===== src/rtl/eaf_pkg.sv =====
package eaf_pkg;

  typedef enum logic [2:0] {
    RSN_REJECT   = 3'd0,
    RSN_EXACT    = 3'd1,
    RSN_IND_HASH = 3'd2,
    RSN_GRP_HASH = 3'd3,
    RSN_PAUSE    = 3'd4
  } reason_e;

  localparam logic [31:0] ETH_CRC_POLY = 32'h04C11DB7;

  // Pause address 01-80-C2-00-00-01, first byte in the low bits.
  localparam logic [47:0] ETH_PAUSE_DA = 48'h0100_00C2_8001;

  // Index into the per-class table arrays.
  localparam int TBL_GRP = 0;
  localparam int TBL_IND = 1;

endpackage


===== src/rtl/eaf_crc_byte.sv =====
// One byte of a CRC update, least significant data bit first.
module eaf_crc_byte #(
  parameter int          CRC_W = 32,
  parameter logic [31:0] POLY  = 32'h04C11DB7
) (
  input  logic [CRC_W-1:0] crc_i,
  input  logic [7:0]       byte_i,
  output logic [CRC_W-1:0] crc_o
);

  localparam logic [CRC_W-1:0] POLY_W = CRC_W'(POLY);

  always_comb begin
    logic [CRC_W-1:0] acc;
    logic             fb;
    acc = crc_i;
    for (int b = 0; b < 8; b++) begin
      fb  = acc[CRC_W-1] ^ byte_i[b];
      acc = {acc[CRC_W-2:0], 1'b0};
      if (fb) acc = acc ^ POLY_W;
    end
    crc_o = acc;
  end

endmodule


===== src/rtl/eaf_collect.sv =====
// Gathers the address bytes, keeps the running CRC and flags completion.
module eaf_collect #(
  parameter int          ADDR_BYTES = 6,
  parameter int          CRC_W      = 32,
  parameter int          HASH_W     = 6,
  parameter logic [31:0] POLY       = 32'h04C11DB7
) (
  input  logic                    clk,
  input  logic                    rst_n,
  input  logic                    start_i,
  input  logic                    byte_vld_i,
  input  logic [7:0]              byte_i,
  output logic [8*ADDR_BYTES-1:0] addr_o,
  output logic [HASH_W-1:0]       hash_idx_o,
  output logic                    done_o
);

  localparam int                ADDR_W = 8 * ADDR_BYTES;
  localparam int                CNT_W  = $clog2(ADDR_BYTES + 1);
  localparam logic [CNT_W-1:0]  CNT_FULL = CNT_W'(ADDR_BYTES);
  localparam logic [CNT_W-1:0]  CNT_LAST = CNT_W'(ADDR_BYTES - 1);

  logic [CNT_W-1:0]  cnt_q, cnt_d, cnt_base;
  logic [CRC_W-1:0]  crc_q, crc_d, crc_base, crc_upd;
  logic [ADDR_W-1:0] addr_q, addr_d;
  logic              done_q, done_d;
  logic              take, ctl_en;

  eaf_crc_byte #(
    .CRC_W (CRC_W),
    .POLY  (POLY)
  ) u_crc_byte (
    .crc_i  (crc_base),
    .byte_i (byte_i),
    .crc_o  (crc_upd)
  );

  // Next-state logic.
  always_comb begin
    cnt_base = start_i ? '0 : cnt_q;
    crc_base = start_i ? '1 : crc_q;
    take     = byte_vld_i && (cnt_base < CNT_FULL);
    ctl_en   = start_i || take;
    cnt_d    = cnt_base;
    crc_d    = crc_base;
    addr_d   = addr_q;
    done_d   = 1'b0;
    if (take) begin
      cnt_d                     = cnt_base + 1'b1;
      crc_d                     = crc_upd;
      addr_d[{cnt_base, 3'b000} +: 8] = byte_i;
      done_d                    = (cnt_base == CNT_LAST);
    end
  end

  // State registers.
  always_ff @(posedge clk or negedge rst_n) begin
    if (!rst_n) begin
      cnt_q  <= '0;
      crc_q  <= '1;
      addr_q <= '0;
      done_q <= 1'b0;
    end else begin
      if (ctl_en) begin
        cnt_q <= cnt_d;
        crc_q <= crc_d;
      end
      if (take) addr_q <= addr_d;
      done_q <= done_d;
    end
  end

  assign addr_o     = addr_q;
  assign hash_idx_o = crc_q[CRC_W-1 -: HASH_W];
  assign done_o     = done_q;

  // a start without a byte leaves an empty address and a fresh CRC.
  a_r9_start_clears: assert property (@(posedge clk) disable iff (!rst_n)
    start_i && !byte_vld_i |=> (cnt_q == '0) && (crc_q == '1));

  // the byte count never passes the address length.
  a_r10_cnt_bound: assert property (@(posedge clk) disable iff (!rst_n)
    cnt_q <= CNT_FULL);

  // completion is flagged only once the address is full.
  a_r2_done_when_full: assert property (@(posedge clk) disable iff (!rst_n)
    done_o |-> cnt_q == CNT_FULL);

  // idle cycles leave the collection state untouched.
  a_r11_idle_hold: assert property (@(posedge clk) disable iff (!rst_n)
    !start_i && !byte_vld_i |=> $stable(cnt_q) && $stable(crc_q) && $stable(addr_q));

endmodule


===== src/rtl/eaf_hash_lookup.sv =====
// Picks one bit of a 64-bin table split into two halves.
module eaf_hash_lookup #(
  parameter int HASH_W = 6,
  parameter int TBL_W  = 32
) (
  input  logic [HASH_W-1:0] hash_idx_i,
  input  logic [TBL_W-1:0]  tbl_hi_i,
  input  logic [TBL_W-1:0]  tbl_lo_i,
  output logic              hit_o
);

  localparam int POS_W = HASH_W - 1;

  logic [POS_W-1:0] pos;
  logic             half_sel;

  always_comb begin
    half_sel = hash_idx_i[HASH_W-1];
    pos      = hash_idx_i[POS_W-1:0];
    hit_o    = half_sel ? tbl_hi_i[pos] : tbl_lo_i[pos];
  end

endmodule


===== src/rtl/eaf_decide.sv =====
// Ordered acceptance flow and registered decision outputs.
module eaf_decide
  import eaf_pkg::*;
#(
  parameter int          ADDR_W     = 48,
  parameter int          HASH_W     = 6,
  parameter int          TBL_W      = 32,
  parameter logic [47:0] PAUSE_ADDR = 48'h0100_00C2_8001
) (
  input  logic              clk,
  input  logic              rst_n,
  input  logic              done_i,
  input  logic [ADDR_W-1:0] addr_i,
  input  logic [HASH_W-1:0] hash_idx_i,
  input  logic [ADDR_W-1:0] station_i,
  input  logic              fce_i,
  input  logic [TBL_W-1:0]  grp_hi_i,
  input  logic [TBL_W-1:0]  grp_lo_i,
  input  logic [TBL_W-1:0]  ind_hi_i,
  input  logic [TBL_W-1:0]  ind_lo_i,
  output logic              dec_vld_o,
  output logic              accept_o,
  output reason_e           reason_o
);

  localparam int                N_TBL   = 2;
  localparam logic [ADDR_W-1:0] PAUSE_W = ADDR_W'(PAUSE_ADDR);

  logic [N_TBL-1:0][TBL_W-1:0] tbl_hi, tbl_lo;
  logic [N_TBL-1:0]            tbl_hit;
  logic                        is_grp, exact, pause;
  reason_e                     rsn_d, rsn_q;
  logic                        vld_d, vld_q, acc_d, acc_q;

  assign tbl_hi[TBL_GRP] = grp_hi_i;
  assign tbl_lo[TBL_GRP] = grp_lo_i;
  assign tbl_hi[TBL_IND] = ind_hi_i;
  assign tbl_lo[TBL_IND] = ind_lo_i;

  for (genvar t = 0; t < N_TBL; t++) begin : g_tbl
    eaf_hash_lookup #(
      .HASH_W (HASH_W),
      .TBL_W  (TBL_W)
    ) u_lookup (
      .hash_idx_i (hash_idx_i),
      .tbl_hi_i   (tbl_hi[t]),
      .tbl_lo_i   (tbl_lo[t]),
      .hit_o      (tbl_hit[t])
    );
  end

  // Next-state logic: group flag, exact match, pause, then hash.
  always_comb begin
    is_grp = addr_i[0];
    exact  = (addr_i == station_i);
    pause  = (addr_i == PAUSE_W);
    rsn_d  = RSN_REJECT;
    if (done_i) begin
      if (!is_grp) begin
        if (exact)                 rsn_d = RSN_EXACT;
        else if (tbl_hit[TBL_IND]) rsn_d = RSN_IND_HASH;
      end else begin
        if (pause && fce_i)        rsn_d = RSN_PAUSE;
        else if (tbl_hit[TBL_GRP]) rsn_d = RSN_GRP_HASH;
      end
    end
    vld_d = done_i;
    acc_d = done_i && (rsn_d != RSN_REJECT);
  end

  // Output registers.
  always_ff @(posedge clk or negedge rst_n) begin
    if (!rst_n) begin
      vld_q <= 1'b0;
      acc_q <= 1'b0;
      rsn_q <= RSN_REJECT;
    end else begin
      vld_q <= vld_d;
      acc_q <= acc_d;
      rsn_q <= rsn_d;
    end
  end

  assign dec_vld_o = vld_q;
  assign accept_o  = acc_q;
  assign reason_o  = rsn_q;

  // a completed address is answered at the next edge.
  a_r2_dec_after_done: assert property (@(posedge clk) disable iff (!rst_n)
    done_i |=> dec_vld_o);

  // the decision strobe lasts one cycle.
  a_r2_single_pulse: assert property (@(posedge clk) disable iff (!rst_n)
    dec_vld_o |=> !dec_vld_o);

  // outputs are quiet outside the decision cycle.
  a_r1_quiet: assert property (@(posedge clk) disable iff (!rst_n)
    !dec_vld_o |-> !accept_o && (reason_o == RSN_REJECT));

  // group reasons only for addresses with the group flag set.
  a_r4_group_path: assert property (@(posedge clk) disable iff (!rst_n)
    dec_vld_o && (reason_o == RSN_GRP_HASH || reason_o == RSN_PAUSE) |-> $past(addr_i[0]));

  // an exact match is only reported for individual addresses.
  a_r5_exact_indiv: assert property (@(posedge clk) disable iff (!rst_n)
    dec_vld_o && reason_o == RSN_EXACT |-> !$past(addr_i[0]));

  // pause acceptance requires flow control to be enabled.
  a_r7_pause_fce: assert property (@(posedge clk) disable iff (!rst_n)
    dec_vld_o && reason_o == RSN_PAUSE |-> $past(fce_i));

endmodule


===== src/rtl/eth_da_filter.sv =====
// Destination address filter: byte collection, CRC hash and decision.
module eth_da_filter
  import eaf_pkg::*;
#(
  parameter int ADDR_BYTES = 6,
  parameter int CRC_W      = 32,
  parameter int HASH_W     = 6,
  parameter int TBL_W      = 32
) (
  input  logic        clk,
  input  logic        rst_n,
  input  logic        start_i,
  input  logic        byte_vld_i,
  input  logic [7:0]  byte_i,
  input  logic [47:0] station_addr_i,
  input  logic        flow_ctl_en_i,
  input  logic [31:0] grp_tbl_hi_i,
  input  logic [31:0] grp_tbl_lo_i,
  input  logic [31:0] ind_tbl_hi_i,
  input  logic [31:0] ind_tbl_lo_i,
  output logic        dec_vld_o,
  output logic        accept_o,
  output logic [2:0]  reason_o
);

  localparam int ADDR_W = 8 * ADDR_BYTES;

  logic [ADDR_W-1:0] addr;
  logic [HASH_W-1:0] hash_idx;
  logic              done;
  reason_e           reason;

  eaf_collect #(
    .ADDR_BYTES (ADDR_BYTES),
    .CRC_W      (CRC_W),
    .HASH_W     (HASH_W),
    .POLY       (ETH_CRC_POLY)
  ) u_collect (
    .clk        (clk),
    .rst_n      (rst_n),
    .start_i    (start_i),
    .byte_vld_i (byte_vld_i),
    .byte_i     (byte_i),
    .addr_o     (addr),
    .hash_idx_o (hash_idx),
    .done_o     (done)
  );

  eaf_decide #(
    .ADDR_W     (ADDR_W),
    .HASH_W     (HASH_W),
    .TBL_W      (TBL_W),
    .PAUSE_ADDR (ETH_PAUSE_DA)
  ) u_decide (
    .clk        (clk),
    .rst_n      (rst_n),
    .done_i     (done),
    .addr_i     (addr),
    .hash_idx_i (hash_idx),
    .station_i  (station_addr_i),
    .fce_i      (flow_ctl_en_i),
    .grp_hi_i   (grp_tbl_hi_i),
    .grp_lo_i   (grp_tbl_lo_i),
    .ind_hi_i   (ind_tbl_hi_i),
    .ind_lo_i   (ind_tbl_lo_i),
    .dec_vld_o  (dec_vld_o),
    .accept_o   (accept_o),
    .reason_o   (reason)
  );

  assign reason_o = reason;

endmodule


===== config.mk =====
export PLATFORM = sky130hd
export DESIGN_NAME = eth_da_filter
export DESIGN_NICKNAME = d
export VERILOG_FILES = /design/src/rtl/eaf_pkg.sv /design/src/rtl/eaf_crc_byte.sv /design/src/rtl/eaf_collect.sv /design/src/rtl/eaf_hash_lookup.sv /design/src/rtl/eaf_decide.sv /design/src/rtl/eth_da_filter.sv
export SDC_FILE = /design/constraint.sdc
export NUM_CORES = 1
export LEC_CHECK = 0
export ABC_AREA = 0
export BUFFER_PORTS_ARGS = -buffer_cell sky130_fd_sc_hd__buf_2
export CORE_MARGIN = 3
export CORE_UTILIZATION = 55
export CTS_CLUSTER_DIAMETER = 50
export DETAILED_ROUTE_END_ITERATION = 7
export HOLD_SLACK_MARGIN = 0.06
export PLACE_DENSITY_LB_ADDON = 0.12
export SLEW_MARGIN = 20
export SYNTH_ARGS = -nofsm -noshare
export SYNTH_HDL_FRONTEND = slang
export SYNTH_HIERARCHICAL = 1
export SYNTH_SLANG_ARGS = --single-unit

===== constraint.sdc =====
create_clock -name clk -period 7.11 [get_ports clk]
set_input_delay 0.3555 -clock clk [delete_from_list [all_inputs] [get_ports clk]]
set_output_delay 0.3555 -clock clk [all_outputs]
set_load 0.005 [all_outputs]

* After elaboration in Yosys (flattened, before gate mapping)
Cells that the tools add are included.
** Storage, ports and cells
- Register bits after elaboration :: 89
- Word-level logic and storage cells :: 67
** Operators by class
- Add/sub/neg operators :: 2
- Order comparisons :: 2
- Equal/unequal tests :: 3
- Shifts and indexed selects :: 2
- Muxes and demuxes :: 30
- Bitwise logic cells :: 16
- Reduce and logical (&&, ||, !) cells :: 5
** Operator list (number)
- $mux W27 :: 8
- $not A14 Y14 :: 8
- $mux W32 :: 2
- $bwmux W48 :: 1
- $eq A48 B41 Y1 const B :: 1
- $eq A48 B48 Y1 :: 1
- $shift A8 B8 Y48 const A :: 1
- $shiftx A8 B8 Y48 :: 1
- $bmux W1 S5 :: 4
- $mux W3 :: 6
- $neg A6 Y8 :: 1
- $xor A1 B1 Y1 :: 8
- $mux W1 :: 7
- $lt A5 B6 Y1 const B :: 1
- $mux W2 :: 2
- $add A3 B1 Y3 const B :: 1
- $eq A3 B3 Y1 const B :: 1
- $logic_and A1 B1 Y1 :: 3
- $lt A3 B3 Y1 const B :: 1
- $reduce_bool A3 Y1 :: 1
- $logic_or A1 B1 Y1 :: 1

* Depth between registers and ports, before layout
Gate-level depths: netlist of run 1.
- Depth after elaboration :: 18
- Mapped depth :: 11

* Hierarchy
The synthesis of run 1 kept the hierarchy.
** Modules (own cells, without submodules)
- eaf_collect :: times used 1, cells each 243, area an instance 3721.1 um^2
- eaf_hash_lookup :: times used 2, cells each 62, area an instance 600.6 um^2
- eaf_crc_byte :: times used 1, cells each 63, area an instance 989.7 um^2
- eaf_decide :: times used 1, cells each 96, area an instance 849.6 um^2

* Worst setup path after synthesis of run 1
OpenSTA, ideal clock, no wires.
- Kind :: input port to flip-flop
- Start :: input start_i
- End :: register u_collect.crc_q[13]
- Library setup time :: 0.082 ns
- Arrival time :: 2.299 ns
- Data required time :: 7.028 ns
- Path slack :: 4.729 ns
- Cell stages on the path :: 7
- Buffers on the path :: 2
- Cell sequence :: buf_6 -> clkbuf_1 -> or2_2 -> xnor2_4 -> xor3_2 -> xnor3_1 -> mux2_2
** RTL lines
- start, declared :: RTL line eth_da_filter.sv:12 : input logic start_i,
- $mux W32 * :: RTL line eaf_collect.sv:41 : crc_base = start_i ? '1 : crc_q;
- via u_collect.crc_base[29] :: RTL line eaf_collect.sv:24 : logic [CRC_W-1:0] crc_q, crc_d, crc_base, crc_upd;
- $xor A1 B1 Y1 * :: RTL line eaf_crc_byte.sv:18 : fb = acc[CRC_W-1] ^ byte_i[b];
- $mux W27 * (2 in a row) :: RTL line eaf_crc_byte.sv:20 : if (fb) acc = acc ^ POLY_W;
- $not A14 Y14 (no line)
- $mux W27 * :: RTL line eaf_crc_byte.sv:20
- $not A14 Y14 (no line)
- $mux W27 * :: RTL line eaf_crc_byte.sv:20
- $not A14 Y14 (no line)
- $mux W27 * (2 in a row) :: RTL line eaf_crc_byte.sv:20
- via u_collect.crc_upd[13] :: RTL line eaf_collect.sv:24
- $mux W32 * :: RTL line eaf_collect.sv:48 : if (take) begin
- end signal, assigned :: RTL line eaf_collect.sv:66 : crc_q <= crc_d;
- end, declared :: RTL line eaf_collect.sv:24
Mark *: on every way through the listed nets, which the timed path passes. The rest lies on a longest branch.
A chain may end at the register's enable or synchronous reset.

* Worst setup path after layout of run 1
- Start :: register u_collect.crc_q[26]
- End :: register u_decide.acc_q, in the netlist u_decide/accept_o
** On the way
- Word-level cells in the longest chain between the ends :: 9
** RTL lines
- $bmux W1 S5 :: RTL line eaf_hash_lookup.sv:20 : hit_o = half_sel ? tbl_hi_i[pos] : tbl_lo_i[pos];
- $mux W1 (implied by the code) :: RTL line eaf_hash_lookup.sv:20
- $mux W1 * :: RTL line eaf_hash_lookup.sv:20
- via u_decide.tbl_hit[0] :: RTL line eaf_decide.sv:30 : logic [N_TBL-1:0] tbl_hit;
- $mux W2 * :: RTL line eaf_decide.sv:64 : else if (tbl_hit[TBL_GRP]) rsn_d = RSN_GRP_HASH;
- $mux W3 * :: RTL line eaf_decide.sv:63 : if (pause && fce_i) rsn_d = RSN_PAUSE;
- $mux W3 * :: RTL line eaf_decide.sv:59 : if (!is_grp) begin
- $mux W3 * :: RTL line eaf_decide.sv:58 : if (done_i) begin
- $reduce_bool A3 Y1 * :: RTL line eaf_decide.sv:68 : acc_d = done_i && (rsn_d != RSN_REJECT);
- $logic_and A1 B1 Y1 * :: RTL line eaf_decide.sv:68
- via u_decide.acc_d :: RTL line eaf_decide.sv:33 : logic vld_d, vld_q, acc_d, acc_q;
- end signal, assigned :: RTL line eaf_decide.sv:75 : acc_q <= 1'b0;
- end signal, assigned :: RTL line eaf_decide.sv:79 : acc_q <= acc_d;
- end, declared :: RTL line eaf_decide.sv:33
Mark *: on every way through the listed nets, which the timed path passes. The rest lies on a longest branch. The select of a mux whose other input is x is not followed.

==> impl_metrics.yaml, run 1 <==
final_layout:
  area_growth_pct: 18.8
  most-common-layout-cells: "buf_2 (192), mux2_2 (73), dfrtp_1 (57)"
  final_area_um2: 8040
  final_layout_size_suffix_gt1_frac: 0.583
  finalNetCount: 898
  layout_commonest_cell: "buf_2"
  fillers: 884
cts:
  clkLatencyLatePin_ps: 340
  tritoncts: "yes"
  post_cts_buffers: 0
  htreeDepth: 3
  ctsLongestPathBuffers: 2
  clock_sinks: 89
  cts_made_buffers: 9
  cts_root_buf: "clkbuf_16"
  clkTransAtPathRegs_ps: 70
setup_path:
  cp-endpoint: "u_decide/accept_o$_DFF_PN0_"
  worst-setup-path-type: "reg2reg"
  critPathSlowestCell: "dfstp_4"
  reg2reg_depth: 6
  reg2reg_from: "u_collect/crc_q[26]$_DFFE_PN1P_"
  worstPathCellList: "mux4_1 > o2111ai_1 > nand3_1 > a211oi_2 > a211oi_2 > o311a_1"
  critPathBufInv: 0
  crit_required_ps: 7330
  cp-end-kind: "register"
  crit_path_start_kind: "register"
  crit_start: "u_collect/crc_q[26]$_DFFE_PN1P_"
  path_max_fanout: 43
  path_delay_family: "flip-flops"
  max_stage_delay_ps: 990
  reg2reg_setup_slack_ps: 4310
  critical_path_depth: 6
  cp_common_cell: "a211oi_2"
  arrival_ps: 3020
  r2r-end: "u_decide/accept_o$_DFF_PN0_"
synth:
  ys_ff_latch: 89
  ys_seq_area_frac: 0.335
  synth.avg_cell_area_um2: 12.9
  synth_cell_types: 64
  syn_nets: 719
  mappedNetlistArea_um2: 6760
  yosysTopAreaCell: "dfrtp_1"
  netlist.area_leader.share: 0.211
  synth_async_sr_flop_share: 1.00
  netlist_top_cells_area: "dfrtp_1 (21%), dfstp_2 (12%), mux2_2 (12%), mux4_2 (7.3%), xor2_1 (7.1%)"
  yosysWarnings: 6
  synth_edf_count: 0
  synth_flop_cell: "dfrtp_1"
  synthCells: 526
drt:
  dr_wl_met3_um: 1240
  detail_route.vias_per_cell: 5.83
  top_layer: "met4"
  num_vias: 4976
  drc: 0
  met1_length_um: 7190
  drt_wl_total_um: 17600
  dr_wl_met2_um: 8970
  drt-pass1-iter-count: 4
  antenna_left: 0
  initialDrtViolationCount: 285
  wl_per_cell_um: 20.7
timing:
  skew_ps: 7.64
  tightestPinTransition_ps: 864
  fin_setup_tns_ps: 0
  hold_viol_final: 0
  setup_violations: 0
  rsz0062_at_grt: "false"
  period_share: 0.393
  finalCriticalPeriod_ps: 2800
  final-max-slew-violation-count: 0
  relSlewSlack: 0.424
  clock.fmax_mhz: 358
global_routing:
  grt_max_degree: 58
  track_usage: 0.252
  grt_antenna_before_repair: 0
  grt_pass1_wl_um: 26100
  grt_pass1_vias: 4946
  overflow: 0
placed_design:
  place_area_um2: 7720
  dp_hpwl_um: 13500
  place_congestion: 0.894
  io_buffers: 193
run:
  drv_cap: 0
die:
  fp-row-count: 39
  initial_core_util: 0.577
  die_x_um: 117
  dieArea_um2: 13700
  design.core.area_um2: 11700
  fp.dieH_um: 117
  io_pins: 194
power_and_ir_drop:
  p_leak_nw: 3.74
  power.density_nw_per_um2: 373
  power.total_w: 0.00300
  vdd_ir_drop_max_uv: 268
outcome:
  status: "finished clean"
min_path:
  min_path_type: "in2reg"
-- state kept, by name, indices dropped and copies added, names as in the netlist --
register            flops
u_collect/crc_q        32
u_collect/addr_o       48
u_collect/done_o        1
u_decide/accept_o       1
u_collect/cnt_q         3
u_decide/dec_vld_o      1
u_decide/reason_o       3
-- Yosys cell counts, drive strengths merged (3+ instances only) --
cell     number
a211oi        6
a22oi         4
and3          4
buf          17
clkbuf       10
dfrtp        57
dfstp        32
ha            4
inv          13
mux2         82
mux2i        10
mux4         24
nand2        10
nand2b        6
nand3         6
nand4        10
nor2         18
nor2b         6
nor3          6
nor4         25
nor4b         5
o2111ai       3
or2          33
xnor2        38
xnor3         9
xor2         56
xor3          9
-- worst min-delay path: cells and delay by family --
family,cells,cell delay (ps)
XOR/XNOR,1,60
AND/OR/NAND/NOR,1,80
buffers and inverters,1,130
-- final cells by class --
class / instances / area (µm²) / area share
timing repair buffer: 195 / 986 / 0.123
tap: 143 / 179 / 0.0223
inverter: 13 / 48.8 / 0.00607
multi-input combinational: 397 / 4250 / 0.528
antenna: 1 / 2.50 / 0.000311
sequential: 89 / 2270 / 0.283
clock buffer: 9 / 225 / 0.0280
clock inverter: 7 / 76.3 / 0.00950
-- power breakdown --
part           switching [W]  internal (W)
clock               0.000206      0.000276
combinational       0.000580      0.000894
sequential          0.000274      0.000769
total                0.00106       0.00194
-- metrics by stage --
| stage | setup slack (ps) | std cells | util | hold slack [ps] |
|---|---|---|---|---|
| floorplan | 4730 | 526 | - | 59.9 |
| global placement | 4080 | 836 | 0.659 | 333 |
| detailed placement | 4010 | 836 | 0.659 | 336 |
| CTS | 4000 | 853 | 0.686 | 320 |
| global route | 4110 | 853 | 0.686 | 364 |
| finish | 4310 | 854 | 0.686 | 330 |
-- kinds of logic (layout without fill, tap and decap cells) --
kind of cell               count (synthesis)  after routing  share of synthesized area
adders and majority gates                  4              4                    0.00740
muxes                                    116            116                      0.237
DFF                                       89             89                      0.335
and+or+nand+nor                          138            138                      0.135
other                                      0              1                          0
buffers and inverters                     40            224                     0.0366
xor gates and xnor gates                 112            112                      0.211
AOI/OAI and AO/OA                         27             27                     0.0378
-- per-layer routing --
metal | GRT usage | up-vias
li1 | - | 2286
met1 | 0.333 | 2489
met2 | 0.429 | 182
met3 | 0.0422 | 19
met4 | 0.0734 | 0
met5 | 0 | -
-- worst min-delay path by stage --
stage               startpoint                         endpoint  slack (ps)  cells after the start
floorplan                rst_n  u_collect/addr_o[0]$_DFFE_PN0P_          60                      0
global placement         rst_n      u_decide/accept_o$_DFF_PN0_         330                      1
detailed placement       rst_n  u_collect/addr_o[0]$_DFFE_PN0P_         340                      1
CTS                 byte_vld_i   u_collect/cnt_q[2]$_DFFE_PN0P_         320                      3
global route        byte_vld_i   u_collect/cnt_q[2]$_DFFE_PN0P_         360                      3
finish              byte_vld_i   u_collect/cnt_q[2]$_DFFE_PN0P_         330                      3
-- timing repair --
item	in CTS	in global routing
hold buffers	1	0
hold endpoints to repair	12	0
gates resized for setup	0	0
(Power assumes the default switching activity.)
==> inputs of run 2 (changes only) <==
--- a/config.mk
+++ b/config.mk
@@ -8,7 +8,7 @@
 export ABC_AREA = 0
 export BUFFER_PORTS_ARGS = -buffer_cell sky130_fd_sc_hd__buf_2
 export CORE_MARGIN = 3
-export CORE_UTILIZATION = 55
+export CORE_UTILIZATION = 48
 export CTS_CLUSTER_DIAMETER = 50
 export DETAILED_ROUTE_END_ITERATION = 7
 export HOLD_SLACK_MARGIN = 0.06
==> constraint.sdc (replaced) <==
create_clock -name clk -period 2.5 [get_ports clk]
set_input_delay 0.125 -clock clk [delete_from_list [all_inputs] [get_ports clk]]
set_output_delay 0.125 -clock clk [all_outputs]
set_load 0.005 [all_outputs]
==> impl_metrics.yaml, run 2 (same netlist as run 1, synthesis figures left out) <==
outcome:
  status: "finished clean"
setup_path:
  worst-setup-path-type: "reg2reg"
  cp-end-kind: "register"
  critPathSlowestCell: "dfstp_2"
  critPathBufInv: 2
  worstPathCellList: "buf_4 > buf_4 > mux4_2 > a22oi_1 > and3_1 > a211oi_2 > o311a_1"
  path_delay_family: "flip-flops"
  cp_common_cell: "buf_4"
  crit_path_start_kind: "register"
  r2r-end: "u_decide/accept_o$_DFF_PN0_"
  path_max_fanout: 7
  reg2reg_from: "u_collect/crc_q[26]$_DFFE_PN1P_"
  crit_required_ps: 2720
  arrival_ps: 2610
  critical_path_depth: 7
  max_stage_delay_ps: 610
  reg2reg_setup_slack_ps: 110
  reg2reg_depth: 7
die:
  initial_core_util: 0.501
  io_pins: 194
  dieArea_um2: 15500
  fp.dieH_um: 125
  fp-row-count: 42
  die_x_um: 125
  design.core.area_um2: 13500
timing:
  finalCriticalPeriod_ps: 2390
  skew_ps: 10.0
  hold_viol_final: 0
  period_share: 0.956
  relSlewSlack: 0.551
  setup_violations: 0
  tightestPinTransition_ps: 668
  rsz0062_at_grt: "false"
  fin_setup_tns_ps: 0
  hold_ws_ps: 106
  clock.fmax_mhz: 418
  final-max-slew-violation-count: 0
drt:
  num_vias: 4975
  antenna_left: 0
  initialDrtViolationCount: 248
  detail_route.vias_per_cell: 5.47
  drc: 0
  wl_per_cell_um: 20.5
  drt-pass1-iter-count: 4
  drt_wl_total_um: 18600
final_layout:
  area_growth_pct: 22.9
  postLayoutCoreUtil: 0.615
  final_layout_size_suffix_gt1_frac: 0.596
  diodes: 0
  finalNetCount: 921
  layout_commonest_cell: "buf_2"
  largest_reg_flops: 48
  final_cells: 909
  most-common-layout-cells: "buf_2 (192), mux2_2 (73), dfrtp_1 (57)"
placed_design:
  place_congestion: 0.931
  dp_cells: 890
  io_buffers: 193
  dp_hpwl_um: 14600
cts:
  htreeDepth: 3
  clkLatencyLatePin_ps: 340
  clock_sinks: 89
  tritoncts: "yes"
  cts_root_buf: "clkbuf_16"
  ctsLongestPathBuffers: 2
  cts_made_buffers: 9
  clkTransAtPathRegs_ps: 70
global_routing:
  track_usage: 0.235
  grt_antenna_before_repair: 0
  grt_pass1_wl_um: 29100
  overflow: 0
  grt_max_degree: 39
  grt_pass1_vias: 5302
min_path:
  min_path_type: "in2reg"
  min_to: "u_collect/cnt_q[1]$_DFFE_PN0P_"
  holdPathStages: 3
  holdCritStartpoint: "byte_vld_i"
power_and_ir_drop:
  vdd_ir_drop_max_uv: 687
  power.total_w: 0.00883
  power.density_nw_per_um2: 1060
  p_leak_nw: 3.88
run:
  drv_cap: 0
[run 2: tightest hold or removal path, cell delays in order]
cell and delay, ps:
buf_2 130, nor2_1 110, a21oi_1 50
[run 2: layer usage]
layer	part of all wire	wire length [µm]	vias up	GRT usage
li1	-	-	2332	-
met5	0	0	-	0
met3	0.066	1220	11	0.0416
met1	0.43	8000	2459	0.322
met4	0.0076	141	0	0.0406
met2	0.50	9250	173	0.397
[run 2: final cells by class]
class | count | area (µm²)
Clock buffer | 9 | 225
Clock inverter | 7 | 95.1
Fill cell | 1120 | 5200
Inverter | 13 | 48.8
Multi-Input combinational cell | 397 | 4250
Sequential cell | 89 | 2270
Tap cell | 176 | 220
Timing Repair Buffer | 218 | 1200
[run 2: how the worst max path moves through the flow]
| stage | end | from |
|---|---|---|
| 6_report | u_decide/accept_o$_DFF_PN0_ | u_collect/crc_q[26]$_DFFE_PN1P_ |
| 5_1_grt | u_decide/accept_o$_DFF_PN0_ | u_collect/crc_q[26]$_DFFE_PN1P_ |
| 4_1_cts | u_decide/accept_o$_DFF_PN0_ | u_collect/crc_q[26]$_DFFE_PN1P_ |
| 3_5_place_dp | u_decide/accept_o$_DFF_PN0_ | u_collect/crc_q[26]$_DFFE_PN1P_ |
| 3_3_place_gp | u_decide/accept_o$_DFF_PN0_ | u_collect/crc_q[27]$_DFFE_PN1P_ |
| 2_1_floorplan | u_collect/addr_o[16]$_DFFE_PN0P_ | u_collect/cnt_q[0]$_DFFE_PN0P_ |
[run 2: what timing repair did]
item | in CTS | in global routing
setup endpoints to repair | 0 | 3
hold buffers | 1 | 0
buffers inserted | 0 | 1
gates resized for setup | 0 | 1
endpoints found under the hold margin | 27 | 0
[run 2: metrics by stage]
step                instance area, µm²  worst slack (ps)
floorplan                         6760               188
finish                            8310               110
CTS                               8270               110
detailed placement                7940               122
global route                      8310              9.52
global placement                  7940               175
[run 2: power by group]
group	leakage, nW	internal [W]	switching [W]	total (W)
sequential	1.07	0.00218	0.000502	0.00268
clock	0.157	0.000805	0.000632	0.00144
combinational	2.65	0.00274	0.00197	0.00471
total	3.88	0.00572	0.00311	0.00883
